--- src/rtl/dram_rowbuf_ctrl.sv ---
module dram_rowbuf_ctrl #(
  parameter int ROW_W      = 14,
  parameter int BANK_W     = 3,
  parameter int COL_W      = 11,
  parameter int BYTE_W     = 3,
  parameter int LOWCOL_W   = 3,
  parameter int INTERLEAVE = 0,
  parameter int T_RCD      = 4,
  parameter int T_RP       = 4,
  parameter int T_REFI     = 1560
) (
  input  logic                                   clk,
  input  logic                                   rst_n,
  input  logic                                   req_valid,
  output logic                                   req_ready,
  input  logic [ROW_W+BANK_W+COL_W+BYTE_W-1:0]   req_addr,
  output logic                                   cmd_valid,
  output logic [1:0]                             cmd_op,
  output logic [BANK_W-1:0]                      cmd_bank,
  output logic [ROW_W-1:0]                       cmd_row,
  output logic [COL_W-1:0]                       cmd_col,
  output logic                                   rsp_valid,
  output logic [1:0]                             rsp_kind
);
  localparam int ADDR_W  = ROW_W + BANK_W + COL_W + BYTE_W;
  localparam int NBANK   = 1 << BANK_W;
  localparam int GAP_MAX = (T_RCD > T_RP) ? T_RCD : T_RP;
  localparam int GAP_W   = $clog2(GAP_MAX + 1);
  localparam int REF_W   = $clog2(T_REFI + 1);
  localparam logic [1:0] OP_ACT = 2'd0, OP_RD = 2'd1, OP_PRE = 2'd2, OP_REF = 2'd3;
  localparam logic [1:0] K_HIT = 2'd0, K_EMPTY = 2'd1, K_CONF = 2'd2;

  typedef enum logic [2:0] {S_IDLE, S_PRE, S_ACT, S_RD, S_RPRE} state_t;

  state_t                state;
  logic [BANK_W-1:0]     a_bank, r_bank, victim;
  logic [ROW_W-1:0]      a_row, r_row;
  logic [COL_W-1:0]      a_col, r_col;
  logic [1:0]            r_kind, a_kind;
  logic [GAP_W-1:0]      gap;
  logic [NBANK-1:0]      open_vld;
  logic [ROW_W-1:0]      open_row [NBANK];
  logic [REF_W-1:0]      ref_cnt;
  logic                  ref_pend;
  logic                  is_act, is_pre, is_rd, is_ref, accept;

  assign a_row = req_addr[ADDR_W-1 -: ROW_W];

  generate
    if (INTERLEAVE == 0) begin : g_row_map
      assign a_col  = req_addr[BYTE_W +: COL_W];
      assign a_bank = req_addr[BYTE_W+COL_W +: BANK_W];
    end else begin : g_blk_map
      assign a_col  = {req_addr[BYTE_W+LOWCOL_W+BANK_W +: COL_W-LOWCOL_W],
                       req_addr[BYTE_W +: LOWCOL_W]};
      assign a_bank = req_addr[BYTE_W+LOWCOL_W +: BANK_W];
    end
  endgenerate

  assign a_kind    = !open_vld[a_bank] ? K_EMPTY :
                     (open_row[a_bank] == a_row) ? K_HIT : K_CONF;
  assign req_ready = (state == S_IDLE) && !ref_pend;
  assign accept    = req_ready && req_valid;

  always_comb begin
    victim = '0;
    for (int i = NBANK - 1; i >= 0; i--)
      if (open_vld[i]) victim = BANK_W'(i);
  end

  always_comb begin
    cmd_valid = 1'b0;
    cmd_op    = OP_RD;
    cmd_bank  = r_bank;
    cmd_row   = r_row;
    cmd_col   = r_col;
    case (state)
      S_PRE: begin cmd_valid = 1'b1; cmd_op = OP_PRE; end
      S_ACT: if (gap == '0) begin cmd_valid = 1'b1; cmd_op = OP_ACT; end
      S_RD:  if (gap == '0) begin cmd_valid = 1'b1; cmd_op = OP_RD; end
      S_RPRE: begin
        cmd_bank = victim;
        cmd_row  = '0;
        cmd_col  = '0;
        if (|open_vld) begin
          cmd_valid = 1'b1; cmd_op = OP_PRE;
        end else if (gap == '0) begin
          cmd_valid = 1'b1; cmd_op = OP_REF;
        end
      end
      default: ;
    endcase
  end

  assign is_act    = cmd_valid && cmd_op == OP_ACT;
  assign is_pre    = cmd_valid && cmd_op == OP_PRE;
  assign is_rd     = cmd_valid && cmd_op == OP_RD;
  assign is_ref    = cmd_valid && cmd_op == OP_REF;
  assign rsp_valid = is_rd;
  assign rsp_kind  = r_kind;

  always_ff @(posedge clk) begin
    if (!rst_n) begin
      state    <= S_IDLE;
      gap      <= '0;
      open_vld <= '0;
      ref_cnt  <= '0;
      ref_pend <= 1'b0;
      r_bank   <= '0;
      r_row    <= '0;
      r_col    <= '0;
      r_kind   <= K_HIT;
    end else begin
      ref_cnt <= (ref_cnt == REF_W'(T_REFI - 1)) ? '0 : ref_cnt + 1'b1;
      if (ref_cnt == REF_W'(T_REFI - 1)) ref_pend <= 1'b1;
      else if (is_ref)                    ref_pend <= 1'b0;

      if (is_act)            gap <= GAP_W'(T_RCD - 1);
      else if (is_pre)       gap <= GAP_W'(T_RP - 1);
      else if (gap != '0)    gap <= gap - 1'b1;

      if (is_act) open_vld[cmd_bank] <= 1'b1;
      if (is_pre) open_vld[cmd_bank] <= 1'b0;

      case (state)
        S_IDLE:
          if (ref_pend) state <= S_RPRE;
          else if (accept) begin
            r_bank <= a_bank;
            r_row  <= a_row;
            r_col  <= a_col;
            r_kind <= a_kind;
            state  <= (a_kind == K_HIT) ? S_RD : (a_kind == K_EMPTY) ? S_ACT : S_PRE;
          end
        S_PRE:  state <= S_ACT;
        S_ACT:  if (gap == '0) state <= S_RD;
        S_RD:   if (gap == '0) state <= S_IDLE;
        S_RPRE: if (is_ref) state <= S_IDLE;
        default: state <= S_IDLE;
      endcase
    end
  end

  always_ff @(posedge clk)
    if (is_act) open_row[cmd_bank] <= cmd_row;

  logic [GAP_W-1:0] since_act, since_pre;
  always_ff @(posedge clk) begin
    if (!rst_n) begin
      since_act <= GAP_W'(GAP_MAX);
      since_pre <= GAP_W'(GAP_MAX);
    end else begin
      since_act <= is_act ? GAP_W'(1) : (since_act < GAP_W'(GAP_MAX)) ? since_act + 1'b1 : since_act;
      since_pre <= is_pre ? GAP_W'(1) : (since_pre < GAP_W'(GAP_MAX)) ? since_pre + 1'b1 : since_pre;
    end
  end

  p_ready_quiet_r1: assert property (@(posedge clk) disable iff (!rst_n)
    req_ready |-> !cmd_valid);
  p_act_to_rd_r7: assert property (@(posedge clk) disable iff (!rst_n)
    is_rd |-> since_act >= GAP_W'(T_RCD));
  p_pre_to_act_r8: assert property (@(posedge clk) disable iff (!rst_n)
    (is_act || is_ref) |-> since_pre >= GAP_W'(T_RP));
  p_ref_all_closed_r9: assert property (@(posedge clk) disable iff (!rst_n)
    is_ref |-> open_vld == '0);
  p_rd_open_row_r10: assert property (@(posedge clk) disable iff (!rst_n)
    is_rd |-> open_vld[cmd_bank] && open_row[cmd_bank] == cmd_row);
  p_act_closed_bank_r5: assert property (@(posedge clk) disable iff (!rst_n)
    is_act |-> !open_vld[cmd_bank]);
endmodule

--- config.mk ---
export PLATFORM = sky130hd
export DESIGN_NAME = dram_rowbuf_ctrl
export DESIGN_NICKNAME = d
export VERILOG_FILES = /design/src/rtl/dram_rowbuf_ctrl.sv
export SDC_FILE = /design/constraint.sdc
export NUM_CORES = 1
export LEC_CHECK = 0
export ABC_AREA = 1
export BUFFER_PORTS_ARGS = -buffer_cell sky130_fd_sc_hd__buf_2
export CAP_MARGIN = 30
export CORE_ASPECT_RATIO = 0.6
export CORE_UTILIZATION = 54
export CTS_CLUSTER_DIAMETER = 50
export DETAILED_ROUTE_END_ITERATION = 10
export PLACE_DENSITY = 0.76
export SETUP_SLACK_MARGIN = 0.2
export SLEW_MARGIN = 20
export SYNTH_ARGS = -nofsm -noshare
export SYNTH_HDL_FRONTEND = slang
export SYNTH_SLANG_ARGS = --single-unit
export TNS_END_PERCENT = 5
--- constraint.sdc ---
create_clock -name clk -period 2.33 [get_ports clk]
set_clock_uncertainty 0.2 [all_clocks]
set_input_delay 0.1165 -clock clk [delete_from_list [all_inputs] [get_ports clk]]
set_output_delay 0.1165 -clock clk [all_outputs]
set_load 0.03 [all_outputs]
==> results <==
- The post-detailed-placement half-perimeter wirelength is 11.65 mm.
- The largest fanout on the critical path is 14.
- No sink is reached through more buffers than the 2 on the longest clock path.
- Sorting the synthesized cells by how often they occur yields sky130_fd_sc_hd__nand2_1 (201), sky130_fd_sc_hd__inv_1 (134), sky130_fd_sc_hd__edfxtp_1 (112).
- Once detail routing completed, the nets flagged for antenna violations numbered 0.
- The number of global-route vias before repair is 6141.
- Derived from the worst setup path, the maximum achievable clock frequency is 0.4280 GHz.
- The endpoint required time on the critical path is about 2.3 ns.
- The worst hold path cell count is 4.
- The power density over the cells is 1030 nW/um^2.
- Of the cells placed in the final design, the portion with a size suffix greater than 1 is 23.40%.
- The most used flip-flop cell after synthesis is sky130_fd_sc_hd__edfxtp_1.
- In this run the vertical extent of the chip is 93.51 um.
- The clock latency on the worst-skew pair is 0.43 ns.
- The nature of the critical path startpoint is a register.
- Measured along the x axis, the die boundary spans 154.5 um.
- The count of unresolved DRC violations after routing is 0.
- The number of warnings printed during yosys synthesis is 0.
- The critical path is of the reg -> reg type.
- The kind of end point of the critical path is a register.
- The count of buffers added on input and output ports is 65.
- The number of vias after detailed routing is 6404.
- The number of different library cells in the post-synthesis netlist is 30.
- Setup slack on the worst reg-to-reg path comes out at -0.007 ns.
- The first global-routing pass estimated 31.84 mm of wire.
- The actual slew at the worst max-slew pin is between 0.5 and 0.6 ns.
- The final routed wirelength across all metal layers is 20.91 mm.
- The first-pass iteration count of the detailed router is 6.
- The TritonCTS buffer count is 17.
- The final reports fail on setup timing.
- Setup repair after global routing could not meet its margin everywhere.
- The smallest clock period supported by the final layout is computed as about 2.3 ns.
- The worst slew slack as a fraction of its limit is 63.92%.
- Timing analysis after detailed placement gives a worst setup slack of 0.02844 ns.
- Summing every instance area after synthesis gives around 7500 um^2.
- In the final layout, flip-flops and latches occupy ~4500 um^2.
- The critical path goes through nor2_4 > inv_2 > nor2_4 > inv_2 > buf_4 > a21oi_4 > nor2_2 > buf_4 > nand2_4 > inv_2 > buf_4 > nand2_2 > clkinvlp_4 > buf_12.
- After synthesis, the largest area contributor takes up ~45% of total cell area.
- The floorplan step defined a core boundary enclosing about 14000 um^2.
- The die covers ~14000 um^2.
- For this design, the sink count on the clock tree is 168.
- The utilization after layout is 71.90%.
- Sorting the synthesized cells by area gives the leading types as sky130_fd_sc_hd__edfxtp_1 (45%), sky130_fd_sc_hd__dfxtp_1 (15%), sky130_fd_sc_hd__nand2_1 (10%), sky130_fd_sc_hd__inv_1 (6.7%), sky130_fd_sc_hd__nand3_1 (5.4%).
- In this run the critical register-to-register path is launched from state[1]$_SDFFE_PN0P_.
- Entering global routing, the biggest net connects 43 pins.
- Max-cap violations in this run came to 0.
- The clock tree from TritonCTS is yes.
- The end of the worst register-to-register path is open_row[4][12]$_DFFE_PP_.
- The depth of the most critical reg-to-reg path is 14.
- STA puts the critical path data arrival time at 2.31 ns.
- The flow ran to the end, but the final reports show violations.
- Across the VDD grid, the largest voltage drop is 600.3 uV.
- The starting utilization of the core area is 55.31%.
- After clock tree synthesis, the clock-pin slew on the worst setup and hold paths is 0.07 ns.
- The largest single stage delay on the critical path is around 0.35 ns.
- During I/O placement, the number of pins put on the boundary was 69.
- The clock root buffer master is sky130_fd_sc_hd__clkbuf_16.
- The net count of the mapped netlist is just under 900.
- In the routed layout, each cell is associated on average with a via count of 5.372.
- The most common cell in the synthesized netlist is sky130_fd_sc_hd__nand2_1.
- Synthesis inferred 168 register bits.
- The startpoint of the tightest hold check path is req_addr[15].
- The number of failing hold endpoints at the final stage came to 0.
- The path class of the tightest hold or removal check is in -> reg.
- The part of the cycle the worst path needs is 100.3%.
- Dividing the detail-routed wire length by the instance count gives 17.54 um.
- The end point of the worst hold path is r_bank[1]$_SDFFE_PN0P_.
- The number of cell rows is 33.
- Among all stages on the critical path, the largest delay is contributed by sky130_fd_sc_hd__dfxtp_2.
- The number of synthesized flops with an enable pin is approximately 110.
- The total routing resource utilization after global routing is between 20 and 30%.
- Counting the fill cells in the layout gives roughly 950.
- The fraction of registers with async set or reset after synthesis is 0%.
- The final global-route overflow total is 0.
- Synthesis handed over a netlist of 858 instances.
- The final worst slack is -0.006594 ns.
- The max-slew violation count is 0.
- A synthesized cell averages 8.783 um^2.
- Sequential elements use 59.51% of the synthesized area.
- The worst hold slack across all endpoints is around 0.035 ns.
- The synthesized design spends more area on one cell type than any other, namely sky130_fd_sc_hd__edfxtp_1.
- In this run the static leakage power is 4.273 nW.
- The count of inserted antenna diode cells is 0.
- The number of antenna violations at the first check in global routing is 0.
- The multi-input gate area in the final layout is 2551 um^2.
- The H-tree generated during clock tree synthesis spans 4 levels.
- The final net count is 1041.
- The congestion estimate from routability-driven global placement came to around 0.85.
- The first-iteration detailed-routing DRC count is 680.
- The area growth from synthesis to layout is 30.00%.
- The final setup violation count is 14.
[worst max-delay path by stage]
| stage | startpoint | to | slack (ns) | cells past startpoint |
|---|---|---|---|---|
| 2_1_floorplan | gap[0]$_SDFFE_PN0P_ | open_row[0][0]$_DFFE_PP_ | 0.16 | 12 |
| 3_3_place_gp | state[1]$_SDFFE_PN0P_ | open_row[2][0]$_DFFE_PP_ | 0.11 | 9 |
| 3_5_place_dp | state[1]$_SDFFE_PN0P_ | open_row[2][3]$_DFFE_PP_ | 0.03 | 9 |
| 4_1_cts | open_vld[6]$_SDFF_PN0_ | open_row[3][8]$_DFFE_PP_ | 0.10 | 11 |
| 5_1_grt | state[1]$_SDFFE_PN0P_ | open_row[7][5]$_DFFE_PP_ | -0.07 | 12 |
| 6_report | state[1]$_SDFFE_PN0P_ | open_row[4][12]$_DFFE_PP_ | -0.007 | 14 |
[flip-flops by register name, indices dropped and copies added, names as in the netlist]
register / count
gap: 3
r_row: 14
open_vld: 8
r_col: 11
open_row: 112
state: 3
ref_pend: 1
r_bank: 3
rsp_kind: 2
ref_cnt: 11
[report_power, final]
part	switching, mW	internal [mW]
logic	2.17	1.23
clock network	1.25	1.50
registers	0.168	3.78
total	3.59	6.50
[area by class of cell]
| cell class | count | area share [%] |
|---|---|---|
| clock inverters | 15 | 1.481 |
| well taps | 175 | 2.235 |
| multi-input cells | 515 | 26.04 |
| clock buffers | 17 | 4.342 |
| inverters | 138 | 5.441 |
| repair buffers | 164 | 14.57 |
| flip-flops and latches | 168 | 45.89 |
[critical path, delay by kind of cell, from the launching register on]
kind	cells	cell delay, ns
and+or+nand+nor	5	0.51
AOI/OAI and AO/OA	1	0.13
DFF	1	0.35
buffers and inverters	8	0.88
[layout by cell type (no fill, tap or decap), types with 5 or more instances in the layout]
master                          instances
sky130_fd_sc_hd__nor2_4                12
sky130_fd_sc_hd__nand2_1              191
sky130_fd_sc_hd__nor2_1                64
sky130_fd_sc_hd__buf_4                 56
sky130_fd_sc_hd__edfxtp_1             112
sky130_fd_sc_hd__a21oi_1               50
sky130_fd_sc_hd__buf_12                14
sky130_fd_sc_hd__clkbuf_16             17
sky130_fd_sc_hd__nand3b_1               7
sky130_fd_sc_hd__nor3_1                 8
sky130_fd_sc_hd__nand4_1                6
sky130_fd_sc_hd__nand2_4                5
sky130_fd_sc_hd__dfxtp_2                6
sky130_fd_sc_hd__nor2_2                 6
sky130_fd_sc_hd__inv_2                 16
sky130_fd_sc_hd__dfxtp_1               49
sky130_fd_sc_hd__nand2_2                5
sky130_fd_sc_hd__buf_6                  7
sky130_fd_sc_hd__o21ai_0               50
sky130_fd_sc_hd__nand3_1               81
sky130_fd_sc_hd__buf_2                 55
sky130_fd_sc_hd__inv_1                118
sky130_fd_sc_hd__dlygate4sd3_1         27
sky130_fd_sc_hd__clkinvlp_4             7
[per-layer routing]
metal,vias up,track usage [%],wire [um]
li1,3079,-,-
met1,2990,40.89,8983
met2,293,47.89,9830
met3,42,5.144,1735
met4,0,10.40,364
met5,-,0,0
[repair_timing]
item / CTS / global route
gates cloned: 3 / 0
hold buffers: 27 / 0
resized for setup: 46 / 37
endpoints found under the hold margin: 38 / 0
pin swaps: 11 / 10
buffers inserted: 19 / 3
endpoints found under the setup margin: 142 / 183
[logic make-up (layout without fill, tap and decap cells)]
family | count (synthesis) | in the layout | synth area share (%)
simple gates | 399 | 399 | 22.53
buf+inv | 175 | 334 | 9.497
flops | 168 | 168 | 59.51
compound gates | 111 | 111 | 7.737
fa+ha+maj | 3 | 3 | 0.4981
xor+xnor | 2 | 2 | 0.2325
[per-stage QoR]
stage	setup TNS, ns	cells	area, um^2	total power [mW]
2_1_floorplan	0	858	7617	5.782
3_3_place_gp	0	1108	8448	6.688
3_5_place_dp	0	1108	8448	6.764
4_1_cts	0	1189	9658	9.817
5_1_grt	-4.334	1192	9797	10.50
6_report	-0.04633	1192	9797	10.10
(Power assumes the default switching activity.)
